<file path="src/rtl/rst_cfg_pkg.sv">
package rst_cfg_pkg;

  typedef enum logic [1:0] {
    SRC_DFLT = 2'd0,
    SRC_NVM  = 2'd1,
    SRC_BUS  = 2'd2
  } cfg_src_e;

  // status flag positions
  localparam int FLAG_N        = 4;
  localparam int FLAG_EXT_HARD = 0;
  localparam int FLAG_EXT_SOFT = 1;
  localparam int FLAG_LNG_HARD = 2;
  localparam int FLAG_LNG_SOFT = 3;

  // pin index in the qualifier array
  localparam int PIN_SOFT = 0;
  localparam int PIN_HARD = 1;
  localparam int PIN_N    = 2;

  // cycles a pin must be seen high to exceed min_ps strictly
  function automatic int unsigned long_cycles(int unsigned period_ps,
                                              int unsigned min_ps);
    return (min_ps / period_ps) + 1;
  endfunction

  // pin first, then validity
  function automatic cfg_src_e pick_src(logic sel, logic none);
    if (sel)        return SRC_BUS;
    else if (!none) return SRC_NVM;
    else            return SRC_DFLT;
  endfunction

endpackage

</file>
<file path="src/rtl/rst_cfg_capture.sv">
module rst_cfg_capture
  import rst_cfg_pkg::*;
#(
  parameter int          CFG_W     = 32,
  parameter logic [31:0] DFLT_WORD = 32'h0000_0000
) (
  input  logic             clk_i,
  input  logic             por_n_i,
  input  logic             hard_active_i,
  input  logic             cfg_sel_i,
  input  logic             nvm_none_i,
  input  logic [CFG_W-1:0] bus_word_i,
  input  logic [CFG_W-1:0] nvm_word_i,
  output logic [CFG_W-1:0] cfg_word_o,
  output cfg_src_e         cfg_src_o,
  output logic             onset_o
);

  logic             hard_q;
  logic             capture;
  cfg_src_e         src_next;
  logic [CFG_W-1:0] word_next;

  assign capture = hard_q & ~hard_active_i;
  assign onset_o = hard_active_i & ~hard_q;

  always_comb begin
    src_next = pick_src(cfg_sel_i, nvm_none_i);
    unique case (src_next)
      SRC_BUS: word_next = bus_word_i;
      SRC_NVM: word_next = nvm_word_i;
      default: word_next = DFLT_WORD[CFG_W-1:0];
    endcase
  end

  always_ff @(posedge clk_i or negedge por_n_i) begin
    if (!por_n_i) begin
      hard_q     <= 1'b0;
      cfg_word_o <= DFLT_WORD[CFG_W-1:0];
      cfg_src_o  <= SRC_DFLT;
    end else begin
      hard_q <= hard_active_i;
      if (capture) begin
        cfg_word_o <= word_next;
        cfg_src_o  <= src_next;
      end
    end
  end

  p_bus_pick_r1: assert property (@(posedge clk_i) disable iff (!por_n_i)
    capture && cfg_sel_i |=> cfg_src_o == SRC_BUS && cfg_word_o == $past(bus_word_i));

  p_nvm_pick_r2: assert property (@(posedge clk_i) disable iff (!por_n_i)
    capture && !cfg_sel_i && !nvm_none_i |=>
      cfg_src_o == SRC_NVM && cfg_word_o == $past(nvm_word_i));

  p_dflt_pick_r3: assert property (@(posedge clk_i) disable iff (!por_n_i)
    capture && !cfg_sel_i && nvm_none_i |=>
      cfg_src_o == SRC_DFLT && cfg_word_o == DFLT_WORD[CFG_W-1:0]);

  p_hold_r4: assert property (@(posedge clk_i) disable iff (!por_n_i)
    !capture |=> $stable(cfg_word_o) && $stable(cfg_src_o));

endmodule

</file>
<file path="src/rtl/rst_pulse_qual.sv">
module rst_pulse_qual #(
  parameter int LONG_CYC = 3
) (
  input  logic clk_i,
  input  logic por_n_i,
  input  logic pin_i,
  output logic long_hit_o
);

  localparam int CNT_W = $clog2(LONG_CYC + 1);
  localparam logic [CNT_W-1:0] CNT_MAX  = CNT_W'(LONG_CYC);
  localparam logic [CNT_W-1:0] CNT_LAST = CNT_W'(LONG_CYC - 1);

  logic [CNT_W-1:0] run_q;

  // fires once, on the edge that samples the LONG_CYC-th high cycle
  assign long_hit_o = pin_i && (run_q == CNT_LAST);

  always_ff @(posedge clk_i or negedge por_n_i) begin
    if (!por_n_i)              run_q <= '0;
    else if (!pin_i)           run_q <= '0;
    else if (run_q != CNT_MAX) run_q <= run_q + 1'b1;
  end

  p_hit_single_r5: assert property (@(posedge clk_i) disable iff (!por_n_i)
    long_hit_o |=> !long_hit_o);

  p_hit_needs_run_r5: assert property (@(posedge clk_i) disable iff (!por_n_i)
    long_hit_o && (LONG_CYC > 1) |-> $past(pin_i));

endmodule

</file>
<file path="src/rtl/rst_status_reg.sv">
module rst_status_reg
  import rst_cfg_pkg::*;
#(
  parameter int STAT_W    = 8,
  parameter int DRIVE_CYC = 4
) (
  input  logic              clk_i,
  input  logic              por_n_i,
  input  logic              onset_i,
  input  logic              ext_hard_i,
  input  logic              ext_soft_i,
  input  logic              int_hard_i,
  input  logic              int_soft_i,
  input  logic [PIN_N-1:0]  long_hit_i,
  input  logic              wr_i,
  input  logic [FLAG_N-1:0] wclr_i,
  output logic [STAT_W-1:0] rdata_o,
  output logic              src_internal_o,
  output logic              soft_drive_o
);

  localparam int DRV_W = $clog2(DRIVE_CYC + 1);

  logic [FLAG_N-1:0] flags_q;
  logic [FLAG_N-1:0] set_vec;
  logic [FLAG_N-1:0] clr_vec;
  logic [FLAG_N-1:0] onset_clr;
  logic              int_any;
  logic              soft_gen;
  logic [DRV_W-1:0]  drv_q;

  assign int_any  = int_hard_i | int_soft_i;
  assign soft_gen = int_soft_i | long_hit_i[PIN_SOFT];

  always_comb begin
    set_vec                = '0;
    set_vec[FLAG_EXT_HARD] = ext_hard_i | int_any;
    set_vec[FLAG_EXT_SOFT] = ext_soft_i | int_any;
    set_vec[FLAG_LNG_HARD] = long_hit_i[PIN_HARD];
    set_vec[FLAG_LNG_SOFT] = soft_gen;
    clr_vec                = wr_i ? wclr_i : '0;
    onset_clr              = '0;
    onset_clr[FLAG_LNG_HARD] = onset_i;
    onset_clr[FLAG_LNG_SOFT] = onset_i;
  end

  always_ff @(posedge clk_i or negedge por_n_i) begin
    if (!por_n_i) flags_q <= '0;
    else          flags_q <= (flags_q & ~clr_vec & ~onset_clr) | set_vec;
  end

  always_ff @(posedge clk_i or negedge por_n_i) begin
    if (!por_n_i)        drv_q <= '0;
    else if (soft_gen)   drv_q <= DRV_W'(DRIVE_CYC);
    else if (drv_q != 0) drv_q <= drv_q - 1'b1;
  end

  assign soft_drive_o   = (drv_q != '0);
  assign src_internal_o = flags_q[FLAG_EXT_HARD] & flags_q[FLAG_EXT_SOFT];

  generate
    if (STAT_W > FLAG_N) begin : g_pad
      assign rdata_o = {{(STAT_W-FLAG_N){1'b0}}, flags_q};
    end else begin : g_nopad
      assign rdata_o = flags_q;
    end
  endgenerate

  p_gen_drive_r6: assert property (@(posedge clk_i) disable iff (!por_n_i)
    soft_gen |=> soft_drive_o && rdata_o[FLAG_LNG_SOFT]);

  p_int_soft_r7: assert property (@(posedge clk_i) disable iff (!por_n_i)
    int_soft_i |=> rdata_o[FLAG_LNG_SOFT]);

  p_w1c_keep_r8: assert property (@(posedge clk_i) disable iff (!por_n_i)
    wr_i && !wclr_i[FLAG_EXT_HARD] && rdata_o[FLAG_EXT_HARD] |=> rdata_o[FLAG_EXT_HARD]);

  p_w1c_clear_r8: assert property (@(posedge clk_i) disable iff (!por_n_i)
    wr_i && wclr_i[FLAG_LNG_HARD] && !long_hit_i[PIN_HARD] |=> !rdata_o[FLAG_LNG_HARD]);

  p_internal_both_r9: assert property (@(posedge clk_i) disable iff (!por_n_i)
    int_any |=> src_internal_o);

  p_onset_clear_r11: assert property (@(posedge clk_i) disable iff (!por_n_i)
    onset_i && !soft_gen |=> !rdata_o[FLAG_LNG_SOFT]);

endmodule

</file>
<file path="src/rtl/rst_cfg_status.sv">
module rst_cfg_status
  import rst_cfg_pkg::*;
#(
  parameter int          CFG_W       = 32,
  parameter int          STAT_W      = 8,
  parameter int          CLK_PS      = 10000,
  parameter int          MIN_PULSE_PS = 20000,
  parameter int          DRIVE_CYC   = 4,
  parameter logic [31:0] DFLT_WORD   = 32'h0000_0000
) (
  input  logic              clk_i,
  input  logic              por_n_i,
  input  logic              hard_pin_i,
  input  logic              soft_pin_i,
  input  logic              int_hard_req_i,
  input  logic              int_soft_req_i,
  input  logic              cfg_sel_i,
  input  logic [CFG_W-1:0]  bus_word_i,
  input  logic [CFG_W-1:0]  nvm_word_i,
  input  logic              nvm_none_i,
  input  logic              reg_wr_i,
  input  logic [STAT_W-1:0] reg_wdata_i,
  output logic [STAT_W-1:0] reg_rdata_o,
  output logic [CFG_W-1:0]  cfg_word_o,
  output logic [1:0]        cfg_src_o,
  output logic              src_internal_o,
  output logic              soft_drive_o
);

  localparam int LONG_CYC = int'(long_cycles(CLK_PS, MIN_PULSE_PS));

  logic             hard_active;
  logic             onset;
  cfg_src_e         src_e;
  logic [PIN_N-1:0] pin_vec;
  logic [PIN_N-1:0] long_hit;

  assign hard_active = hard_pin_i | int_hard_req_i;
  assign cfg_src_o   = src_e;

  rst_cfg_capture #(
    .CFG_W     (CFG_W),
    .DFLT_WORD (DFLT_WORD)
  ) u_capture (
    .clk_i         (clk_i),
    .por_n_i       (por_n_i),
    .hard_active_i (hard_active),
    .cfg_sel_i     (cfg_sel_i),
    .nvm_none_i    (nvm_none_i),
    .bus_word_i    (bus_word_i),
    .nvm_word_i    (nvm_word_i),
    .cfg_word_o    (cfg_word_o),
    .cfg_src_o     (src_e),
    .onset_o       (onset)
  );

  always_comb begin
    pin_vec           = '0;
    pin_vec[PIN_SOFT] = soft_pin_i;
    pin_vec[PIN_HARD] = hard_pin_i;
  end

  generate
    for (genvar g = 0; g < PIN_N; g++) begin : g_qual
      rst_pulse_qual #(.LONG_CYC(LONG_CYC)) u_qual (
        .clk_i      (clk_i),
        .por_n_i    (por_n_i),
        .pin_i      (pin_vec[g]),
        .long_hit_o (long_hit[g])
      );
    end
  endgenerate

  logic unused_wdata;
  generate
    if (STAT_W > FLAG_N) begin : g_wres
      assign unused_wdata = ^reg_wdata_i[STAT_W-1:FLAG_N];
    end else begin : g_wnores
      assign unused_wdata = 1'b0;
    end
  endgenerate

  rst_status_reg #(
    .STAT_W    (STAT_W),
    .DRIVE_CYC (DRIVE_CYC)
  ) u_status (
    .clk_i          (clk_i),
    .por_n_i        (por_n_i),
    .onset_i        (onset),
    .ext_hard_i     (hard_pin_i),
    .ext_soft_i     (soft_pin_i),
    .int_hard_i     (int_hard_req_i),
    .int_soft_i     (int_soft_req_i),
    .long_hit_i     (long_hit),
    .wr_i           (reg_wr_i),
    .wclr_i         (reg_wdata_i[FLAG_N-1:0]),
    .rdata_o        (reg_rdata_o),
    .src_internal_o (src_internal_o),
    .soft_drive_o   (soft_drive_o)
  );

  p_reserved_zero_r8: assert property (@(posedge clk_i) disable iff (!por_n_i)
    reg_rdata_o[STAT_W-1:FLAG_N] == '0);

  p_ext_hard_only_r10: assert property (@(posedge clk_i) disable iff (!por_n_i)
    hard_pin_i |=> reg_rdata_o[FLAG_EXT_HARD]);

endmodule

</file>
<file path="config.mk">
export PLATFORM = sky130hd
export DESIGN_NAME = rst_cfg_status
export DESIGN_NICKNAME = d
export VERILOG_FILES = /design/src/rtl/rst_cfg_pkg.sv /design/src/rtl/rst_cfg_capture.sv /design/src/rtl/rst_pulse_qual.sv /design/src/rtl/rst_status_reg.sv /design/src/rtl/rst_cfg_status.sv
export SDC_FILE = /design/constraint.sdc
export NUM_CORES = 1
export LEC_CHECK = 0
export CAP_MARGIN = 20
export CORE_MARGIN = 4
export CORE_UTILIZATION = 39
export CTS_CLUSTER_SIZE = 20
export DETAILED_ROUTE_END_ITERATION = 10
export PLACE_DENSITY_LB_ADDON = 0.12
export SYNTH_ARGS = -nofsm -noshare
export SYNTH_HDL_FRONTEND = slang
export SYNTH_SLANG_ARGS = --single-unit
</file>
<file path="constraint.sdc">
create_clock -name clk_i -period 1.65 [get_ports clk_i]
set_clock_uncertainty 0.15 [all_clocks]
set_input_delay 0.495 -clock clk_i [delete_from_list [all_inputs] [get_ports clk_i]]
set_output_delay 0.495 -clock clk_i [all_outputs]
set_load 0.03 [all_outputs]
</file>
==> results of run 1 <==
## cell usage after synthesis
library cell / number
a2111o_1: 1
a211o_1: 1
a211oi_1: 1
a21o_1: 1
a21oi_1: 43
a21oi_2: 8
a22oi_1: 14
a31o_2: 1
a32o_1: 1
and2_1: 5
buf_2: 10
buf_4: 9
buf_6: 1
conb_1: 1
dfrtp_1: 46
ha_1: 6
inv_1: 5
mux2_2: 2
nand2_1: 6
nand2b_1: 2
nor2_1: 35
nor2_4: 1
nor3b_1: 18
nor3b_2: 1
o21ai_0: 3
or2_2: 1
xnor2_1: 3
## power groups by stage
stage	Sequential, W	Combinational [W]	Clock, W
after CTS	0.00146	0.00152	0.000829
after global placement	0.00147	0.00134	0
final	0.00146	0.00158	0.000812
after detailed placement	0.00147	0.00136	0
after floorplan	0.00177	0.000457	0
after global routing	0.00149	0.00172	0.000881
## area by class of cell
| cell class | instances | area [µm²] | share of cell area [%] |
|---|---|---|---|
| clock buffers | 7 | 76.3 | 2.08 |
| multi-input cells | 158 | 1010 | 27.6 |
| well taps | 72 | 90.1 | 2.45 |
| clock inverters | 1 | 30.0 | 0.818 |
| inverters | 5 | 18.8 | 0.511 |
| repair buffers | 143 | 1290 | 35.2 |
| flip-flops and latches | 46 | 1150 | 31.3 |
## worst max-delay path, delay by kind of cell, from the launching register on
| family | cells | cell delay, ns |
|---|---|---|
| and+or+nand+nor | 1 | 0.06 |
| buffers and inverters | 2 | 0.22 |
| DFF | 1 | 0.40 |
| adders and majority gates | 1 | 0.15 |
## timing repair
action	4_1_cts	5_1_grt
resized for setup	11	6
pin swaps	1	5
gates cloned	0	0
buffers inserted	6	4
setup endpoints to repair	39	19
## layout by cell type, fill, tap and decap left out, types with 2 or more instances in the layout
cell type | synthesis | layout
nor2_1 | 35 | 35
dfrtp_1 | 46 | 46
and2_1 | 5 | 4
clkbuf_1 | 0 | 2
xnor2_1 | 3 | 2
clkdlybuf4s50_1 | 0 | 71
buf_12 | 0 | 2
conb_1 | 1 | 4
buf_2 | 10 | 2
a22oi_1 | 14 | 14
buf_6 | 1 | 4
ha_1 | 6 | 5
nand2_1 | 6 | 6
dlygate4sd2_1 | 0 | 2
inv_1 | 5 | 3
inv_2 | 0 | 2
o21ai_0 | 3 | 3
clkbuf_8 | 0 | 5
nor3b_2 | 1 | 2
buf_4 | 9 | 61
a21oi_2 | 8 | 8
nor3b_1 | 18 | 16
a21oi_1 | 43 | 43
mux2_2 | 2 | 2
## sequential cells by signal, summed over array words and instances (netlist names)
signal,cells
u_capture.cfg_src_o,2
g_qual.u_qual.run_q,4
u_capture.hard_q,1
u_status.flags_q,4
u_capture.cfg_word_o,32
u_status.drv_q,3
## kinds of logic (layout without fill, tap and decap cells)
kind of cell / Yosys count / in the layout / share of synthesized area (%)
compound gates: 74 / 74 / 20.4
xor+xnor: 3 / 3 / 1.17
fa+ha+maj: 6 / 6 / 3.34
buf+inv: 25 / 156 / 6.57
flops: 46 / 46 / 51.2
mux: 2 / 2 / 1.00
other cells: 1 / 4 / 0.167
simple gates: 69 / 69 / 16.1
## per-stage QoR
step / cell area (µm²) / utilization [%] / hold slack, ns / cells / TNS [ns]
2_1_floorplan: 2260 / - / 0.0494 / 229 / 0
3_3_place_gp: 3430 / 61.8 / 0.344 / 415 / -11.95
3_5_place_dp: 3430 / 61.8 / 0.344 / 415 / -12.43
4_1_cts: 3610 / 65.2 / 0.0293 / 429 / -0.0950
5_1_grt: 3670 / 66.3 / 0.0327 / 432 / -0.174
6_report: 3670 / 66.3 / 0.0166 / 432 / -0.116
## metal layers
| layer | GRT usage, % | vias up |
|---|---|---|
| li1 | - | 1045 |
| met1 | 22.0 | 935 |
| met2 | 29.9 | 69 |
| met3 | 5.33 | 6 |
| met4 | 3.80 | 0 |
| met5 | 0 | - |
## worst min-delay path by stage
| stage | cells past startpoint | endpoint | slack, ns | start |
|---|---|---|---|---|
| after global placement | 2 | u_capture.cfg_word_o[16] | 0.34 | por_n_i |
| after detailed placement | 2 | u_capture.cfg_word_o[16] | 0.34 | por_n_i |
| after floorplan | 0 | g_qual[0].u_qual.run_q[0] | 0.05 | por_n_i |
| after global routing | 2 | u_capture.cfg_word_o[17] | 0.03 | por_n_i |
| final | 2 | u_capture.cfg_word_o[16] | 0.02 | por_n_i |
| after CTS | 2 | u_capture.cfg_word_o[16] | 0.03 | por_n_i |
==> flow_metrics.env, run 1 <==
export IMPL_synthDistinctLibCells=27
export IMPL_start_util_pct=40.6
export IMPL_dr_pass1_iters=4
export IMPL_peakVddDrop_mv=0.540
export IMPL_r2r_slack_ns=0.11
export IMPL_synth_top_area_cell="dfrtp_1"
export IMPL_cts_buffer_depth=2
export IMPL_grt_antenna_before_repair=0
export IMPL_fillerInstances=487
export IMPL_min_period_ns=1.77
export IMPL_crit_end="soft_drive_o"
export IMPL_period_share_pct=107
export IMPL_grt_overflow_total=0
export IMPL_crit_path_end_kind="output pin"
export IMPL_drv_slew=0
export IMPL_cp_max_fo=2
export IMPL_wl_met1_um=2520
export IMPL_synth_top_area_share_pct=51.2
export IMPL_dpl_worst_slack_ns=-0.364
export IMPL_worst_path_max_delay_cell="dfrtp_1"
export IMPL_wl_met3_um=425
export IMPL_drtAntennaViolNets=0
export IMPL_ys_top_cells_by_area="dfrtp_1, a21oi_1, nor3b_1, nor2_1, a22oi_1"
export IMPL_internal_power_w=0.00256
export IMPL_maxUsedRoutingLayer="met4"
export IMPL_clk_latency_ns=0.29
export IMPL_nets=446
export IMPL_synth_area_per_cell_um2=9.95
export IMPL_wire_per_inst_um=13.9
export IMPL_hold_viol=0
export IMPL_cts_tree="yes"
export IMPL_vias=2055
export IMPL_hold_buffers=0
export IMPL_rsz0062_at_grt="yes"
export IMPL_switching_share_pct=33.4
export IMPL_synthesis_area_mm2=0.00225
export IMPL_required_ns=1.00
export IMPL_violations="negative setup slack"
export IMPL_yosysWarnings=0
export IMPL_seqPwrFrac_pct=37.9
export IMPL_die_x_um=83.9
export IMPL_first_iter_violations=51
export IMPL_comb_power_share_pct=41.0
export IMPL_arrival_ns=1.12
export IMPL_hpwl_um=4590
export IMPL_io_buffer_count=116
export IMPL_total_power_w=0.00385
export IMPL_ios=125
export IMPL_switching_power_w=0.00128
export IMPL_htreeDepth=2
export IMPL_wirelength_um=6000
export IMPL_timing_rr_start="u_status.drv_q[1]"
export IMPL_diodes=0
export IMPL_drive_gt1_share_pct=27.2
export IMPL_setup_violations=1
export IMPL_netlist_instances=226
export IMPL_rows=27
export IMPL_clockRootBuffer="clkbuf_8"
export IMPL_worstRegToRegCells=8
export IMPL_worst_setup_path_type="flop to output pin"
export IMPL_worstSetupStartpointType="flop"
export IMPL_first_global_vias=2123
export IMPL_leakagePower_nw=1.58
export IMPL_regToRegEndpoint="u_status.drv_q[0]"
export IMPL_vias_per_cell=4.76
export IMPL_chipHeight_um=83.9
export IMPL_cp_cell_sequence="inv_2, ha_4, nand2b_4, buf_6"
export IMPL_cp_startpoint="u_status.drv_q[1]"
export IMPL_synth_seq_cells=46
export IMPL_place_gp_congestion=0.765
export IMPL_area_growth_pct=63.3
export IMPL_status="finished, violations left"
export IMPL_design_core_area_mm2=0.00554
export IMPL_p_per_area_mw_per_mm2=1050
export IMPL_hp_class="input pin to asynchronous set/reset pin"
export IMPL_clock_sinks=46
export IMPL_setup_slack_ns=-0.116
export IMPL_clkPwrFrac_pct=21.1
export IMPL_seq_area_frac_synth_pct=51.2
export IMPL_track_usage_pct=17.6
export IMPL_wl_met2_um=3000
export IMPL_path_clk_slew_ns=0.09
export IMPL_cap_violations=0
export IMPL_grt_pass1_wl_um=10100
export IMPL_cts_buffers=5
export IMPL_grt_max_degree=47
export IMPL_drc_errors=0
export IMPL_critPathMaxStageDelay_ns=0.40
export IMPL_fmax_ghz=0.566
export IMPL_die_area_mm2=0.00704
Power figures use the tool's default switching activity.
==> run 2: changes to the inputs <==
- PLACE_DENSITY: unset -> 0.81
- PLACE_DENSITY_LB_ADDON: 0.12 -> unset
==> run 2 against run 1 <==
Net effect: the run still ends with negative setup slack left; register-to-register slack improved by 0.14 ns; sequential cell count did not move; sequential share of layout area fell by 0.71 points; combinational power fell by 3%; via count rose by 2.2%; worst hold slack got worse by 0.014 ns; sequential power barely moved.
==> flow_metrics.env, run 2 (synthesis results as in run 1) <==
export IMPL_status="finished, violations left"
export IMPL_violations="negative setup slack"
export IMPL_cts_tree="yes"
export IMPL_setup_slack_ns=-0.129
export IMPL_wirelength_um=6270
export IMPL_diodes=0
export IMPL_worstSetupStartpointType="flop"
export IMPL_arrival_ns=1.13
export IMPL_wire_per_inst_um=14.5
export IMPL_cp_cell_sequence="inv_2, ha_4, nand2b_4, buf_6"
export IMPL_die_area_mm2=0.00704
export IMPL_nets=446
export IMPL_fmax_ghz=0.562
export IMPL_dr_pass1_iters=4
export IMPL_cts_buffer_depth=2
export IMPL_cts_buffers=5
export IMPL_area_growth_pct=67.1
export IMPL_total_power_w=0.00383
export IMPL_internal_power_w=0.00253
export IMPL_io_buffer_count=116
export IMPL_tns_ns=-0.129
export IMPL_cap_violations=0
export IMPL_worst_path_max_delay_cell="dfrtp_1"
export IMPL_worst_setup_path_type="flop to output pin"
export IMPL_hold_viol=0
export IMPL_hp_class="input pin to asynchronous set/reset pin"
export IMPL_drv_slew=0
export IMPL_first_global_vias=2101
export IMPL_comb_power_share_pct=40.1
export IMPL_die_x_um=83.9
export IMPL_rows=27
export IMPL_htreeDepth=2
export IMPL_reg_top3="u_capture.cfg_word_o (32), g_qual.u_qual.run_q (4), u_status.flags_q (4)"
export IMPL_vias_per_cell=4.86
export IMPL_worstRegToRegCells=4
export IMPL_vias=2100
export IMPL_layout_common_cells="clkdlybuf4s50_1, buf_4, dfrtp_1, a21oi_1, nor2_1"
export IMPL_place_gp_congestion=0.732
export IMPL_switching_power_w=0.00130
export IMPL_largest_register="u_capture.cfg_word_o"
export IMPL_hold_buffers=0
export IMPL_drtAntennaViolNets=0
export IMPL_drive_gt1_share_pct=26.7
export IMPL_crit_path_end_kind="output pin"
export IMPL_layout_commonest_cell="clkdlybuf4s50_1"
export IMPL_cp_buffers_inverters=2
export IMPL_largest_register_ffs=32
export IMPL_chipHeight_um=83.9
export IMPL_path_depth=4
export IMPL_clockRootBuffer="clkbuf_8"
export IMPL_drc_errors=0
export IMPL_grt_pass1_wl_um=10000
export IMPL_design_core_area_mm2=0.00554
export IMPL_hpwl_um=4780
export IMPL_holdWs_ns=0.00259
export IMPL_cp_max_fo=2
export IMPL_leakagePower_nw=1.60
export IMPL_critPathMaxStageDelay_ns=0.40
export IMPL_clk_latency_ns=0.30
export IMPL_grt_overflow_total=0
export IMPL_track_usage_pct=17.8
export IMPL_grt_antenna_before_repair=0
export IMPL_switching_share_pct=33.9
export IMPL_crit_family="flip-flops"
export IMPL_setup_violations=1
export IMPL_p_per_area_mw_per_mm2=1020
export IMPL_required_ns=1.00
export IMPL_seqPwrFrac_pct=38.1
export IMPL_fillerInstances=472
export IMPL_period_share_pct=108
export IMPL_rsz0062_at_grt="yes"
export IMPL_peakVddDrop_mv=0.553
export IMPL_path_clk_slew_ns=0.09
export IMPL_clock_sinks=46
export IMPL_first_iter_violations=43
export IMPL_clkPwrFrac_pct=21.8
export IMPL_grt_max_degree=47
export IMPL_start_util_pct=40.6
export IMPL_min_period_ns=1.78
export IMPL_ios=125
## run 2: what timing repair did
action,in CTS,in global routing
pin swaps,1,0
cloned,1,0
resized for setup,14,3
buffers inserted,4,1
setup endpoints to repair,23,3
## run 2: stage by stage
step	cell area (µm²)	util, %	std cells	setup slack (ns)
after global routing	3760	67.8	432	-0.186
after CTS	3740	67.5	431	-0.130
after global placement	3520	63.6	418	-0.378
after detailed placement	3520	63.6	418	-0.407
after floorplan	2260	-	229	0.111
final	3760	67.8	432	-0.129
## run 2: layout make-up
cell class | instances | area (µm²) | area share (%)
Tap cell | 72 | 90.1 | 2.40
Clock buffer | 5 | 68.8 | 1.83
Clock inverter | 3 | 45.0 | 1.20
Multi-Input combinational cell | 158 | 990 | 26.3
Sequential cell | 46 | 1150 | 30.6
Inverter | 5 | 18.8 | 0.500
Timing Repair Buffer | 143 | 1390 | 37.1
## run 2: path summary, 6_finish.rpt
path	endpoint	slack (ns)	startpoint
setup reg to reg	u_capture.cfg_src_o[1]	0.25	u_capture.hard_q
hold reg to reg	u_capture.cfg_word_o[8]	0.37	u_capture.cfg_word_o[8]
setup / recovery	soft_drive_o	-0.13	u_status.drv_q[1]
min in group clk_i	u_capture.cfg_word_o[8]	0.37	u_capture.cfg_word_o[8]
max in group asynchronous	u_capture.cfg_word_o[28]	1.13	por_n_i
hold / removal	u_capture.cfg_word_o[12]	0.003	por_n_i
## run 2: power by group through the flow
stage,clock (W),combinational [W],sequential [W]
finish,0.000834,0.00154,0.00146
CTS,0.000862,0.00152,0.00146
floorplan,0,0.000457,0.00177
global route,0.000911,0.00166,0.00149
detailed placement,0,0.00140,0.00148
global placement,0,0.00136,0.00147
## run 2: layer usage
| layer | track usage (%) | wire length, µm | up-vias |
|---|---|---|---|
| li1 | - | - | 1044 |
| met1 | 19.6 | 2460 | 989 |
| met2 | 32.8 | 3360 | 56 |
| met3 | 5.33 | 358 | 11 |
| met4 | 5.12 | 95 | 0 |
| met5 | 0 | 0 | - |
